[config.mk]
export PLATFORM = sky130hd
export DESIGN_NAME = gcr_read_decoder
export DESIGN_NICKNAME = d
export VERILOG_FILES = /design/src/rtl/gcr_rd_pkg.sv /design/src/rtl/gcr_zone_prescaler.sv /design/src/rtl/gcr_cell_timer.sv /design/src/rtl/gcr_byte_assembler.sv /design/src/rtl/gcr_read_decoder.sv
export SDC_FILE = /design/constraint.sdc
export NUM_CORES = 1
export LEC_CHECK = 0
export BUFFER_PORTS_ARGS = -buffer_cell sky130_fd_sc_hd__buf_2
export CAP_MARGIN = 20
export CORE_MARGIN = 8
export CORE_UTILIZATION = 45
export CTS_BUF_LIST = sky130_fd_sc_hd__clkbuf_8 sky130_fd_sc_hd__clkbuf_16
export CTS_CLUSTER_SIZE = 8
export DETAILED_ROUTE_END_ITERATION = 8
export GPL_TIMING_DRIVEN = 0
export PLACE_DENSITY = 0.74
export RECOVER_POWER = 50
export SYNTH_ARGS = -nofsm -noshare
export SYNTH_HDL_FRONTEND = slang
export SYNTH_SLANG_ARGS = --single-unit
[constraint.sdc]
create_clock -name clk -period 2.4 [get_ports clk]
set_input_delay 0.36 -clock clk [delete_from_list [all_inputs] [get_ports clk]]
set_output_delay 0.36 -clock clk [all_outputs]
set_load 0.05 [all_outputs]
[src/rtl/gcr_rd_pkg.sv]
package gcr_rd_pkg;

  // One recovered bit leaving the cell timer.
  typedef struct packed {
    logic stb;   // a bit cell closed on this clock
    logic val;   // recovered bit value
  } bit_evt_t;

endpackage

[src/rtl/gcr_zone_prescaler.sv]
module gcr_zone_prescaler #(
  parameter int BASE_DIV = 13,
  parameter int ZONE_W   = 2,
  parameter int CNT_W    = 5
) (
  input  logic              clk,
  input  logic              rst,
  input  logic [ZONE_W-1:0] zone_i,
  input  logic              restart_i,
  output logic              tick_o
);

  localparam int MAX_DIV = BASE_DIV + (1 << ZONE_W) - 1;

  logic [CNT_W-1:0] cnt;
  logic [CNT_W-1:0] limit;

  // Divisor follows the zone every clock; a count at or past the limit ticks.
  assign limit  = CNT_W'(BASE_DIV - 1) + CNT_W'(zone_i);
  assign tick_o = (cnt >= limit);

  always_ff @(posedge clk) begin
    if (rst || restart_i) begin
      cnt <= '0;
    end else if (tick_o) begin
      cnt <= '0;
    end else begin
      cnt <= cnt + 1'b1;
    end
  end

  // the count never runs past the largest divisor.
  assert_cnt_bound_R2: assert property (@(posedge clk) disable iff (rst)
    cnt < CNT_W'(MAX_DIV));

  // a restart pulse brings the count back to zero.
  assert_restart_zero_R3: assert property (@(posedge clk) disable iff (rst)
    restart_i |=> (cnt == '0));

endmodule

[src/rtl/gcr_cell_timer.sv]
module gcr_cell_timer
  import gcr_rd_pkg::*;
#(
  parameter int CELL_TICKS = 4,
  parameter int LEAD_TICKS = 2
) (
  input  logic     clk,
  input  logic     rst,
  input  logic     tick_i,
  input  logic     flux_i,
  output bit_evt_t evt_o
);

  localparam int PH_W = (CELL_TICKS > 1) ? $clog2(CELL_TICKS) : 1;
  localparam logic [PH_W-1:0] PH_LAST = PH_W'(CELL_TICKS - 1);
  localparam logic [PH_W-1:0] PH_LOAD = PH_W'(CELL_TICKS - LEAD_TICKS);

  logic [PH_W-1:0] phase;
  logic            seen;

  // A pulse owns the clock it arrives on: no cell closes then.
  assign evt_o.stb = tick_i && !flux_i && (phase == PH_LAST);
  assign evt_o.val = seen;

  always_ff @(posedge clk) begin
    if (rst) begin
      phase <= '0;
      seen  <= 1'b0;
    end else if (flux_i) begin
      phase <= PH_LOAD;
      seen  <= 1'b1;
    end else if (tick_i) begin
      if (phase == PH_LAST) begin
        phase <= '0;
        seen  <= 1'b0;
      end else begin
        phase <= phase + 1'b1;
      end
    end
  end

  // no bit leaves on the clock after a pulse.
  assert_flux_no_bit_R9: assert property (@(posedge clk) disable iff (rst)
    flux_i |=> !evt_o.stb);

  // a cell re-phased by a pulse always closes as a 1.
  assert_flux_yields_one_R3: assert property (@(posedge clk) disable iff (rst)
    (flux_i && !tick_i) |=> !evt_o.stb && seen);

endmodule

[src/rtl/gcr_byte_assembler.sv]
module gcr_byte_assembler
  import gcr_rd_pkg::*;
#(
  parameter int BYTE_BITS = 8
) (
  input  logic                 clk,
  input  logic                 rst,
  input  bit_evt_t             evt_i,
  input  logic                 take_i,
  input  logic                 so_clr_i,
  output logic [BYTE_BITS-1:0] port_o,
  output logic [BYTE_BITS-1:0] hold_o,
  output logic                 valid_o,
  output logic                 so_o
);

  localparam int BC_W = $clog2(BYTE_BITS);

  logic [BC_W-1:0]      bcnt;
  logic                 last_bit;
  logic                 byte_evt;
  logic [BYTE_BITS-1:0] shifted;

  assign last_bit = (bcnt == BC_W'(BYTE_BITS - 1));
  assign byte_evt = evt_i.stb && last_bit;
  assign shifted  = {port_o[BYTE_BITS-2:0], evt_i.val};

  always_ff @(posedge clk) begin
    if (rst) begin
      port_o <= '0;
      bcnt   <= '0;
    end else if (evt_i.stb) begin
      port_o <= shifted;
      bcnt   <= last_bit ? '0 : bcnt + 1'b1;
    end
  end

  always_ff @(posedge clk) begin
    if (rst) begin
      hold_o  <= '0;
      valid_o <= 1'b0;
      so_o    <= 1'b0;
    end else begin
      if (take_i)   valid_o <= 1'b0;
      if (so_clr_i) so_o    <= 1'b0;
      if (byte_evt) begin
        hold_o  <= shifted;
        valid_o <= 1'b1;
        so_o    <= 1'b1;
      end
    end
  end

  // a bit strobe moves every older bit up one place.
  assert_port_shift_R4: assert property (@(posedge clk) disable iff (rst)
    evt_i.stb |=> port_o[BYTE_BITS-1:1] == $past(port_o[BYTE_BITS-2:0]));

  // the held byte matches the port on the edge that completes it.
  assert_hold_matches_R5: assert property (@(posedge clk) disable iff (rst)
    byte_evt |=> (hold_o == port_o) && valid_o);

  // a take with no new byte empties the output.
  assert_take_clears_R6: assert property (@(posedge clk) disable iff (rst)
    (take_i && !byte_evt) |=> !valid_o);

  // the poll flag follows every byte event.
  assert_so_set_R7: assert property (@(posedge clk) disable iff (rst)
    byte_evt |=> so_o);

  // the poll flag holds until cleared.
  assert_so_sticky_R7: assert property (@(posedge clk) disable iff (rst)
    (so_o && !so_clr_i) |=> so_o);

  // the held byte changes only through a byte event.
  assert_hold_stable_R8: assert property (@(posedge clk) disable iff (rst)
    !byte_evt |=> $stable(hold_o));

endmodule

[src/rtl/gcr_read_decoder.sv]
module gcr_read_decoder
  import gcr_rd_pkg::*;
#(
  parameter int BASE_DIV   = 13,
  parameter int ZONE_W     = 2,
  parameter int CELL_TICKS = 4,
  parameter int LEAD_TICKS = 2,
  parameter int BYTE_BITS  = 8
) (
  input  logic                 clk,
  input  logic                 rst,
  input  logic                 flux_i,
  input  logic [ZONE_W-1:0]    zone_i,
  output logic [BYTE_BITS-1:0] port_q,
  output logic [BYTE_BITS-1:0] byte_data,
  output logic                 byte_valid,
  input  logic                 byte_take,
  output logic                 so_flag,
  input  logic                 so_clr
);

  localparam int PRE_W = $clog2(BASE_DIV + (1 << ZONE_W));

  logic     tick;
  bit_evt_t bit_evt;
  logic     rst_d;

  gcr_zone_prescaler #(
    .BASE_DIV (BASE_DIV),
    .ZONE_W   (ZONE_W),
    .CNT_W    (PRE_W)
  ) u_pre (
    .clk       (clk),
    .rst       (rst),
    .zone_i    (zone_i),
    .restart_i (flux_i),
    .tick_o    (tick)
  );

  gcr_cell_timer #(
    .CELL_TICKS (CELL_TICKS),
    .LEAD_TICKS (LEAD_TICKS)
  ) u_cell (
    .clk    (clk),
    .rst    (rst),
    .tick_i (tick),
    .flux_i (flux_i),
    .evt_o  (bit_evt)
  );

  gcr_byte_assembler #(
    .BYTE_BITS (BYTE_BITS)
  ) u_asm (
    .clk      (clk),
    .rst      (rst),
    .evt_i    (bit_evt),
    .take_i   (byte_take),
    .so_clr_i (so_clr),
    .port_o   (port_q),
    .hold_o   (byte_data),
    .valid_o  (byte_valid),
    .so_o     (so_flag)
  );

  // outputs read cleared on the edge after a reset edge.
  always_ff @(posedge clk) begin
    rst_d <= rst;
    if (rst_d) begin
      assert_reset_state_R1: assert (port_q == '0 && byte_data == '0 &&
                                     !byte_valid && !so_flag);
    end
  end

endmodule

* Word-level counts from Yosys, hierarchy flattened
Index checks and enable logic that the tools add are counted.
Word-level totals: logic and storage cells 39, register bits after elaboration 29, output and inout port bits 18
Cells by class: $add $sub $neg 4, muxes and demuxes 11, $lt $le $gt $ge 1, eq/ne operators 2, reductions and logical operators 12
Operators with widths (count):
- 2-bit nonzero test | 4
- 1-bit two-way mux | 7
- 2-bit two-way mux | 3
- 4-bit by 2-bit adder with 5-bit output, first input constant | 1
- 5-bit by 1-bit adder with 5-bit output, second input constant | 1
- 5-bit >= comparator | 1
- 2-bit OR reduction | 2
- 3-bit by 1-bit adder with 3-bit output, second input constant | 1
- 3-bit == test, second input constant | 1
- 1-bit logical AND | 3
- 3-bit two-way mux | 1
- 2-bit by 1-bit adder with 2-bit output, second input constant | 1
- 2-bit == test, second input constant | 1
- 2-bit AND reduction | 1
- 1-bit logical NOT | 1
- 1-bit logical OR | 1

* Depth between registers and ports, before layout
Gate-level depths: netlist of run 1.
depth in word-level cells 6, mapped depth 7, mapped depth without buffers 6

* Modules after synthesis
Synthesis of run 1 repeated with hierarchy kept, for this count alone.
Second synthesis, totals: cell total of the unflattened synthesis 124, area, all modules 1248.7 sq um
By module, submodules not included:
- gcr_byte_assembler | area each 845.8 sq um, seq. area each 420.4 sq um, times used 1, cells each 82
- gcr_zone_prescaler | area each 255.2 sq um, seq. area each 100.1 sq um, times used 1, cells each 28
- gcr_cell_timer | area each 147.6 sq um, seq. area each 60.1 sq um, times used 1, cells each 14

* Least setup slack after synthesis of run 1
Ideal clock, no wire load.
path type register to register, from register u_pre.cnt[0], to register u_asm.hold_o[5], setup slack 0.728 ns, stages on the path, launching flop included 8, data required time 2.277 ns, arrival time 1.549 ns, path through dfxtp_1 inv_1 ha_1 nand2b_1 a211o_1 and2_1 clkbuf_1 mux2i_1
On the way: cells in the longest elaborated chain, start to end 4
Ends and longest elaborated chain:
- start: declaration | line gcr_zone_prescaler.sv:15 | logic [CNT_W-1:0] cnt;
- start signal: assignment | line gcr_zone_prescaler.sv:28 | cnt <= cnt + 1'b1;
- 5-bit >= comparator | line gcr_zone_prescaler.sv:20 | assign tick_o = (cnt >= limit);
- 1-bit logical AND (2 in series) | line gcr_cell_timer.sv:22 | assign evt_o.stb = tick_i && !flux_i && (phase == PH_LAST);
- 1-bit logical AND | line gcr_byte_assembler.sv:25 | assign byte_evt = evt_i.stb && last_bit;
- end signal: assignment | line gcr_byte_assembler.sv:47 | hold_o <= shifted;
- end: declaration | line gcr_byte_assembler.sv:12 | output logic [BYTE_BITS-1:0] hold_o,
No other way between the ends. A chain may end at the register's enable or synchronous reset.

* Worst setup path in the final report of run 1
from register u_pre.cnt[0], to register u_asm.hold_o[2]
Same word-level chain as after synthesis.

==> results of run 1 <==
## metal layers
metal / vias up / global-route usage [%] / routed length (µm)
met2: 18 / 18.99 / 1124
met3: 5 / 5.892 / 142
li1: 473 / - / -
met5: - / 0 / 0
met4: 0 / 3.836 / 31
met1: 434 / 12.49 / 1049
## path summary, 6_finish.rpt
path | from | end | slack (ns)
hold reg to reg | u_pre.cnt[0] | u_pre.cnt[0] | 0.47
setup reg to reg | u_pre.cnt[0] | u_asm.hold_o[2] | 0.55
setup / recovery | u_pre.cnt[0] | u_asm.hold_o[2] | 0.55
hold / removal | flux_i | u_cell.phase[0] | 0.31
## area by class of cell
class | count | area (µm²) | area share (%)
Timing Repair Buffer | 24 | 97.59 | 6.742
Multi-Input combinational cell | 84 | 613.1 | 42.35
Tap cell | 31 | 38.79 | 2.679
Buffer | 4 | 16.27 | 1.124
Clock buffer | 6 | 82.58 | 5.704
Clock inverter | 1 | 3.754 | 0.2593
Inverter | 4 | 15.01 | 1.037
Sequential cell | 29 | 580.6 | 40.10
## sequential cells by signal, indices dropped and copies added, names as in the netlist
signal         cells
u_asm.valid_o      1
u_asm.bcnt         3
u_cell.seen        1
u_pre.cnt          5
u_asm.port_o       8
u_asm.hold_o       8
u_asm.so_o         1
u_cell.phase       2
## cells in the final DEF (no fill, tap or decap), types with 4 or more instances in the layout
cell	instances
o21ai_0	4
nand2b_1	20
a21oi_1	7
mux2i_1	17
inv_1	5
ha_1	6
buf_2	7
clkbuf_1	21
nor2_1	8
dfxtp_1	29
clkbuf_8	6
nand3_1	4
## where the power goes
group | total [µW] | switching, µW | leakage [µW] | internal (µW)
Sequential | 489 | 2.96 | 0.000234 | 486
Combinational | 42.0 | 22.8 | 0.000275 | 19.2
Clock | 386 | 164 | 0.0000485 | 222
## stage by stage
step | utilization, % | total power, µW
after floorplan | - | 527.9
after global placement | 51.97 | 539.6
after detailed placement | 51.97 | 541.5
after CTS | 55.22 | 928.8
after global routing | 54.37 | 962.4
final | 54.37 | 917.0
## logic make-up after synthesis
kind of cell | after synthesis | synth area share [%]
AOI/OAI and AO/OA | 16 | 8.172
muxes | 17 | 13.89
and+or+nand+nor | 43 | 20.43
adders and majority gates | 6 | 6.129
xor gates and xnor gates | 2 | 1.430
DFF | 29 | 47.40
buffers and inverters | 8 | 2.553
==> results.sh, run 1 <==
export IMPL_routabilityCongestion=0.8193
export IMPL_async_reset_ff_share_pct=0
export IMPL_hold_buffers=0
export IMPL_slew_violations=0
export IMPL_fp_dieW_um=68.18
export IMPL_cts_setup_buffers=0
export IMPL_fin_area_um2=1448
export IMPL_power_density_nw_per_um2=633.5
export IMPL_path_depth=6
export IMPL_rr_worst_depth=6
export IMPL_vias=930
export IMPL_report_final_hold_viol_count=0
export IMPL_fin_nets=165
export IMPL_yosys_top_cells_area="dfxtp_1 47%, mux2i_1 14%, nand2b_1 10%"
export IMPL_holdWs_ns=0.3138
export IMPL_min_delay_path_depth=2
export IMPL_path_delay_family="simple AND/OR/NAND/NOR gates"
export IMPL_p_leak_uw=0.0005580
export IMPL_setup_ws_ns=0.5538
export IMPL_cp_slowest_cell="dfxtp_1"
export IMPL_maxSlewHeadroom_pct=58.60
export IMPL_clk_latency_ns=0.27
export IMPL_ys_warn_count=0
export IMPL_io_pins=25
export IMPL_fp_dieH_um=68.18
export IMPL_max_freq_ghz=0.5417
export IMPL_syn_nets=134
export IMPL_initial_core_util_pct=46.01
export IMPL_crit_fanout=7
export IMPL_min_period_ns=1.846
export IMPL_cts_resized=0
export IMPL_syn_inst=121
export IMPL_track_usage_pct=11.49
export IMPL_setup_viol=0
export IMPL_cts_tree="built"
export IMPL_worst_setup_path_type="reg2reg"
export IMPL_grt_max_degree=11
export IMPL_fin_cells=183
export IMPL_ys_ff_latch=29
export IMPL_synth_common_cells="29 x dfxtp_1, 20 x nand2b_1, 17 x mux2i_1"
export IMPL_worstPathCellList="inv_1, ha_1, nand2b_1, a211o_1, nand2_1, mux2i_1"
export IMPL_final_period_utilization_pct=76.92
export IMPL_wl_per_cell_um=12.83
export IMPL_grt_pass1_wl_um=4036
export IMPL_grt_pass1_vias=933
export IMPL_synth_most_common_cell="dfxtp_1"
export IMPL_drt_first_pass_iters=4
export IMPL_synth_seq_area_share_pct=47.40
export IMPL_n_fill_cell=270
export IMPL_dp_cells=176
export IMPL_rsz0062_at_grt="no"
export IMPL_cp_end_kind="flop"
export IMPL_preCtsSetupSlack_ns=0.4796
export IMPL_min_path_type="in2reg"
export IMPL_synth_top_area_share_pct=47.40
export IMPL_hpwl_um=1839
export IMPL_syn2layout_area_growth_pct=18.18
export IMPL_root_buffer="clkbuf_8"
export IMPL_cts_sink_count=29
export IMPL_drv_cap=0
export IMPL_drcViolationCount=0
export IMPL_antenna_found_initial=0
export IMPL_syn_area_per_cell_um2=10.12
export IMPL_synthDistinctLibCells=27
export IMPL_wl_um=2347
export IMPL_max_stage_delay_ns=0.37
export IMPL_synth_flop_cell="dfxtp_1"
export IMPL_cp_buffers_inverters=1
export IMPL_worstPathRequired_ns=2.60
export IMPL_viasPerCell=5.082
export IMPL_tightest_slew_ns=0.6237
export IMPL_rows=19
export IMPL_grt_overflow=0
export IMPL_synth_edf_count=0
export IMPL_cts_buffers=5
export IMPL_fp_coreArea_um2=2663
export IMPL_portBuffers=24
export IMPL_cp_arrival_ns=2.05
export IMPL_tns_ns=0
export IMPL_drt_initial_drc_count=29
export IMPL_antenna_cells=0
export IMPL_start_kind="flop"
export IMPL_dpl_cell_area_um2=1384
export IMPL_htree_levels=2
export IMPL_max_clock_path_buffers=2
export IMPL_status="completed"
export IMPL_drive_gt1_share_pct=10.53
export IMPL_clk_pin_slew_ns=0.06
export IMPL_vdd_drop_max_uv=512.0
export IMPL_ant_nets=0
export IMPL_dieArea_um2=4648
export IMPL_syn_area_um2=1225
export IMPL_synth_top_area_cell="dfxtp_1"
export IMPL_skew_ns=0.003889
Power figures use the tool's default switching activity.
==> inputs of run 2 (changes only) <==
==> constraint.sdc (replaced) <==
create_clock -name clk -period 1.8 [get_ports clk]
set_input_delay 0.27 -clock clk [delete_from_list [all_inputs] [get_ports clk]]
set_output_delay 0.27 -clock clk [all_outputs]
set_load 0.05 [all_outputs]
==> results.sh, run 2 (synthesis results as in run 1) <==
export IMPL_syn2layout_area_growth_pct=21.25
export IMPL_wl_um=2404
export IMPL_clk_pin_slew_ns=0.06
export IMPL_drt_initial_drc_count=36
export IMPL_intPower_uw=984.0
export IMPL_min_delay_path_depth=2
export IMPL_ant_nets=0
export IMPL_skew_ns=0.003641
export IMPL_slew_violations=0
export IMPL_root_buffer="clkbuf_8"
export IMPL_cts_buffers=5
export IMPL_drv_cap=0
export IMPL_cp_end_kind="flop"
export IMPL_min_path_type="in2reg"
export IMPL_final_period_utilization_pct=96.29
export IMPL_holdWs_ns=0.2207
export IMPL_max_stage_delay_ns=0.35
export IMPL_power_density_nw_per_um2=839.1
export IMPL_viasPerCell=5.141
export IMPL_preCtsSetupSlack_ns=-0.07064
export IMPL_fin_nets=167
export IMPL_grt_max_degree=11
export IMPL_routabilityCongestion=0.8193
export IMPL_regToRegSetupSlack_ns=0.07
export IMPL_dp_cells=176
export IMPL_min_period_ns=1.733
export IMPL_p_leak_uw=0.0005804
export IMPL_io_pins=25
export IMPL_drive_gt1_share_pct=14.29
export IMPL_fp_dieW_um=68.18
export IMPL_portBuffers=24
export IMPL_worstPathRequired_ns=1.95
export IMPL_wl_per_cell_um=12.99
export IMPL_fin_area_um2=1485
export IMPL_worst_setup_path_type="reg2reg"
export IMPL_vdd_drop_max_uv=594.7
export IMPL_layout_commonest_cell="dfxtp_1"
export IMPL_status="completed"
export IMPL_clk_latency_ns=0.27
export IMPL_fp_coreArea_um2=2663
export IMPL_htree_levels=2
export IMPL_tightest_slew_ns=0.6239
export IMPL_largestRegisters="u_asm.hold_o (8), u_asm.port_o (8), u_pre.cnt (5)"
export IMPL_rows=19
export IMPL_switching_share_pct=21.05
export IMPL_rr_worst_depth=8
export IMPL_pwr_share_clk_pct=41.6
export IMPL_crit_fanout=4
export IMPL_dpl_cell_area_um2=1384
export IMPL_fp_dieH_um=68.18
export IMPL_grt_overflow=0
export IMPL_cp_arrival_ns=1.88
export IMPL_antenna_cells=0
export IMPL_antenna_found_initial=0
export IMPL_hpwl_um=1839
export IMPL_rr_startpoint="u_pre.cnt[0]"
export IMPL_track_usage_pct=11.49
export IMPL_cts_sink_count=29
export IMPL_grt_pass1_vias=933
export IMPL_grt_pass1_wl_um=4036
export IMPL_start_kind="flop"
export IMPL_fin_cells=185
export IMPL_hold_buffers=0
export IMPL_setup_ws_ns=0.06681
export IMPL_power_frac_seq_pct=52.3
export IMPL_cts_tree="built"
export IMPL_initial_core_util_pct=46.01
export IMPL_cpMostUsedCell="buf_4"
export IMPL_cp_endpoint="u_asm.bcnt[1]"
export IMPL_report_final_hold_viol_count=0
export IMPL_net_switching_power_uw=262.3
export IMPL_dieArea_um2=4648
export IMPL_worstPathCellList="inv_1, ha_1, nand2b_4, a211o_1, buf_4, buf_4, nand4b_1, a21oi_1"
export IMPL_cp_startpoint="u_pre.cnt[0]"
export IMPL_max_clock_path_buffers=2
export IMPL_drcViolationCount=0
export IMPL_p_comb_share_pct=6.1
export IMPL_final_cell_mix="28 x dfxtp_1, 20 x clkbuf_1, 19 x nand2b_1"
export IMPL_maxSlewHeadroom_pct=58.59
export IMPL_drt_first_pass_iters=4
export IMPL_setup_viol=0
export IMPL_max_freq_ghz=0.5770
export IMPL_vias=951
export IMPL_cp_slowest_cell="dfxtp_2"
export IMPL_r2r_end="u_asm.bcnt[1]"
run 2: changes by cell type in the layout (fill, tap and decap cells not counted):
cell,previous run,this run
nand2_1,1,0
nand2b_1,20,19
a211oi_2,1,0
clkbuf_1,21,20
nand2b_4,0,1
dfxtp_2,0,1
dfxtp_1,29,28
a211oi_4,0,1
buf_4,0,3
nand2_2,0,1
run 2: metrics by stage:
| stage | power [µW] | setup TNS, ns | utilization (%) |
|---|---|---|---|
| after CTS | 1239 | 0 | 55.31 |
| after floorplan | 703.9 | 0 | - |
| after global routing | 1301 | -0.007472 | 55.78 |
| final | 1246 | 0 | 55.78 |
| after global placement | 719.5 | -0.008110 | 51.97 |
| after detailed placement | 722.1 | -0.2157 | 51.97 |
run 2: how the worst min path moves through the flow:
| stage | slack (ns) | endpoint | from |
|---|---|---|---|
| after CTS | 0.22 | u_cell.phase[0] | flux_i |
| after detailed placement | 0.46 | u_pre.cnt[0] | u_pre.cnt[0] |
| after global routing | 0.23 | u_cell.phase[0] | flux_i |
| final | 0.22 | u_cell.phase[0] | flux_i |
| after global placement | 0.45 | u_pre.cnt[0] | u_pre.cnt[0] |
| after floorplan | 0.35 | u_cell.phase[0] | flux_i |
run 2: cell type report:
type,count,area (µm²)
buffer,3,12.51
clock buffer,6,82.58
clock inverter,1,3.754
fill,263,1177
inverter,4,15.01
multi-input combinational,84,630.6
sequential,29,581.8
tap,31,38.79
timing repair buffer,27,120.1
run 2: power groups by stage:
stage | sequential (µW) | combinational [µW] | clock, µW
floorplan | 664 | 39.6 | 0
global placement | 665 | 54.5 | 0
detailed placement | 665 | 56.6 | 0
CTS | 651 | 57.4 | 530
global route | 652 | 83.0 | 566
finish | 652 | 75.9 | 518
run 2: worst max-delay path: cells and delay by family, from the launching register on:
kind / cells / cell delay (ns)
AOI/OAI and AO/OA: 2 / 0.40
DFF: 1 / 0.35
buffers and inverters: 3 / 0.33
adders and majority gates: 1 / 0.28
and+or+nand+nor: 2 / 0.25
run 2: repair_timing:
action | in CTS | in global routing
resized for setup | 1 | 3
setup buffers | 0 | 3
endpoints found under the setup margin | 8 | 18
pin swaps | 1 | 1
run 2: layer usage:
metal	part of all wire (%)	global-route usage [%]	vias up
met5	0	0	-
met4	1.3	3.836	0
met3	5.9	5.892	5
met2	49	18.99	18
met1	44	12.49	448
li1	-	-	480
==> inputs of run 3 (changes only) <==
--- a/config.mk
+++ b/config.mk
@@ -5,15 +5,15 @@
 export SDC_FILE = /design/constraint.sdc
 export NUM_CORES = 1
 export LEC_CHECK = 0
-export BUFFER_PORTS_ARGS = -buffer_cell sky130_fd_sc_hd__buf_2
-export CAP_MARGIN = 20
 export CORE_MARGIN = 8
 export CORE_UTILIZATION = 45
 export CTS_BUF_LIST = sky130_fd_sc_hd__clkbuf_8 sky130_fd_sc_hd__clkbuf_16
 export CTS_CLUSTER_SIZE = 8
 export DETAILED_ROUTE_END_ITERATION = 8
+export DONT_BUFFER_PORTS = 1
 export GPL_TIMING_DRIVEN = 0
-export PLACE_DENSITY = 0.74
+export MAX_ROUTING_LAYER = met4
+export PLACE_DENSITY = 0.66
 export RECOVER_POWER = 50
 export SYNTH_ARGS = -nofsm -noshare
 export SYNTH_HDL_FRONTEND = slang
==> results.sh, run 3 (synthesis results as in run 1) <==
export IMPL_crit_fanout=7
export IMPL_clk_latency_ns=0.28
export IMPL_drt_initial_drc_count=39
export IMPL_path_depth=6
export IMPL_path_delay_family="simple AND/OR/NAND/NOR gates"
export IMPL_cp_end_kind="flop"
export IMPL_vdd_drop_max_uv=590.2
export IMPL_final_period_utilization_pct=92.00
export IMPL_regToRegSetupSlack_ns=0.14
export IMPL_portBuffers=0
export IMPL_grt_max_degree=11
export IMPL_vias=854
export IMPL_layout_commonest_cell="dfxtp_1"
export IMPL_io_pins=25
export IMPL_wl_per_cell_um=14.78
export IMPL_cp_buffers_inverters=1
export IMPL_worstPathCellList="inv_1, ha_1, nand2b_4, a211o_1, nand2_2, mux2i_1"
export IMPL_total_power_uw=1391
export IMPL_htree_levels=2
export IMPL_final_cell_mix="28 x dfxtp_1, 19 x nand2b_1, 17 x mux2i_1"
export IMPL_viasPerCell=5.338
export IMPL_track_usage_pct=11.74
export IMPL_final_util_pct=52.68
export IMPL_min_path_type="in2reg"
export IMPL_cp_endpoint="u_asm.hold_o[0]"
export IMPL_dieArea_um2=4648
export IMPL_rr_worst_depth=6
export IMPL_fin_nets=141
export IMPL_r2r_end="u_asm.hold_o[0]"
export IMPL_dpl_cell_area_um2=1264
export IMPL_cp_arrival_ns=1.86
export IMPL_fp_dieH_um=68.18
export IMPL_min_period_ns=1.656
export IMPL_antenna_cells=0
export IMPL_n_fill_cell=255
export IMPL_tightest_slew_ns=0.5742
export IMPL_max_freq_ghz=0.6039
export IMPL_drt_first_pass_iters=4
export IMPL_slew_violations=0
export IMPL_hold_buffers=0
export IMPL_cts_tree="built"
export IMPL_setup_viol=0
export IMPL_antenna_found_initial=0
export IMPL_fp_dieW_um=68.18
export IMPL_max_stage_delay_ns=0.35
export IMPL_cts_sink_count=29
export IMPL_cts_buffers=5
export IMPL_power_density_nw_per_um2=991.8
export IMPL_max_clock_path_buffers=2
export IMPL_status="completed"
export IMPL_wl_um=2364
export IMPL_worst_setup_path_type="reg2reg"
export IMPL_syn2layout_area_growth_pct=14.50
export IMPL_grt_overflow=0
export IMPL_p_leak_uw=0.0005398
export IMPL_worstPathRequired_ns=2.01
export IMPL_grt_pass1_vias=868
export IMPL_start_kind="flop"
export IMPL_grt_pass1_wl_um=3939
export IMPL_drv_cap=0
export IMPL_rr_startpoint="u_pre.cnt[0]"
export IMPL_root_buffer="clkbuf_8"
export IMPL_drive_gt1_share_pct=11.63
export IMPL_hpwl_um=1707
export IMPL_fin_area_um2=1403
export IMPL_cp_slowest_cell="dfxtp_2"
export IMPL_holdWs_ns=0.07027
export IMPL_cp_startpoint="u_pre.cnt[0]"
export IMPL_fp_coreArea_um2=2663
export IMPL_drcViolationCount=0
export IMPL_routabilityCongestion=0.7630
export IMPL_skew_ns=0.004283
export IMPL_largestRegisters="u_asm.hold_o (8), u_asm.port_o (8), u_pre.cnt (5)"
export IMPL_initial_core_util_pct=46.01
export IMPL_ant_nets=0
export IMPL_rows=19
export IMPL_maxSlewHeadroom_pct=61.67
export IMPL_report_final_hold_viol_count=0
export IMPL_clk_pin_slew_ns=0.06
## run 3: report_power, final
part,switching (µW),internal (µW)
combinational,30.6,29.5
sequential,3.97,648
clock,235,445
total,269,1120
## run 3: worst min-delay path by stage
stage	start	end	slack, ns	cells after the start
3_5_place_dp	flux_i	u_cell.phase[0]	0.36	1
4_1_cts	flux_i	u_cell.phase[0]	0.06	1
5_1_grt	flux_i	u_cell.phase[0]	0.06	1
3_3_place_gp	flux_i	u_cell.phase[0]	0.35	1
6_report	flux_i	u_cell.phase[0]	0.07	1
2_1_floorplan	flux_i	u_cell.phase[0]	0.35	1
## run 3: per-stage QoR
step / setup slack, ns / TNS (ns) / instances
detailed placement: -0.07459 / -0.4151 / 152
global route: -0.003185 / -0.003185 / 160
global placement: -0.03978 / -0.1594 / 152
finish: 0.1440 / 0 / 160
floorplan: 0.1276 / 0 / 121
CTS: 0.03850 / 0 / 161
## run 3: what timing repair did
| item | 4_1_cts | 5_1_grt |
|---|---|---|
| setup buffers | 1 | 0 |
| gates cloned | 0 | 0 |
| gates resized for setup | 3 | 1 |
| endpoints found under the setup margin | 18 | 4 |
| pin swaps | 1 | 1 |
## run 3: layout make-up
type / instances / area [µm²] / area share, %
multi-input combinational: 84 / 630.6 / 44.96
tap: 31 / 38.79 / 2.765
clock buffer: 6 / 82.58 / 5.888
clock inverter: 2 / 33.78 / 2.409
timing repair buffer: 1 / 7.507 / 0.5352
buffer: 3 / 12.51 / 0.8921
inverter: 4 / 15.01 / 1.070
sequential: 29 / 581.8 / 41.48
## run 3: routing by layer
layer / wire (µm) / part of all wire, % / track usage [%] / vias up
met5: 0 / 0 / - / -
met4: 38 / 1.6 / 5.371 / 0
met3: 226 / 9.6 / 6.874 / 5
met2: 1084 / 46 / 17.23 / 24
met1: 1014 / 43 / 12.49 / 396
li1: - / - / - / 429
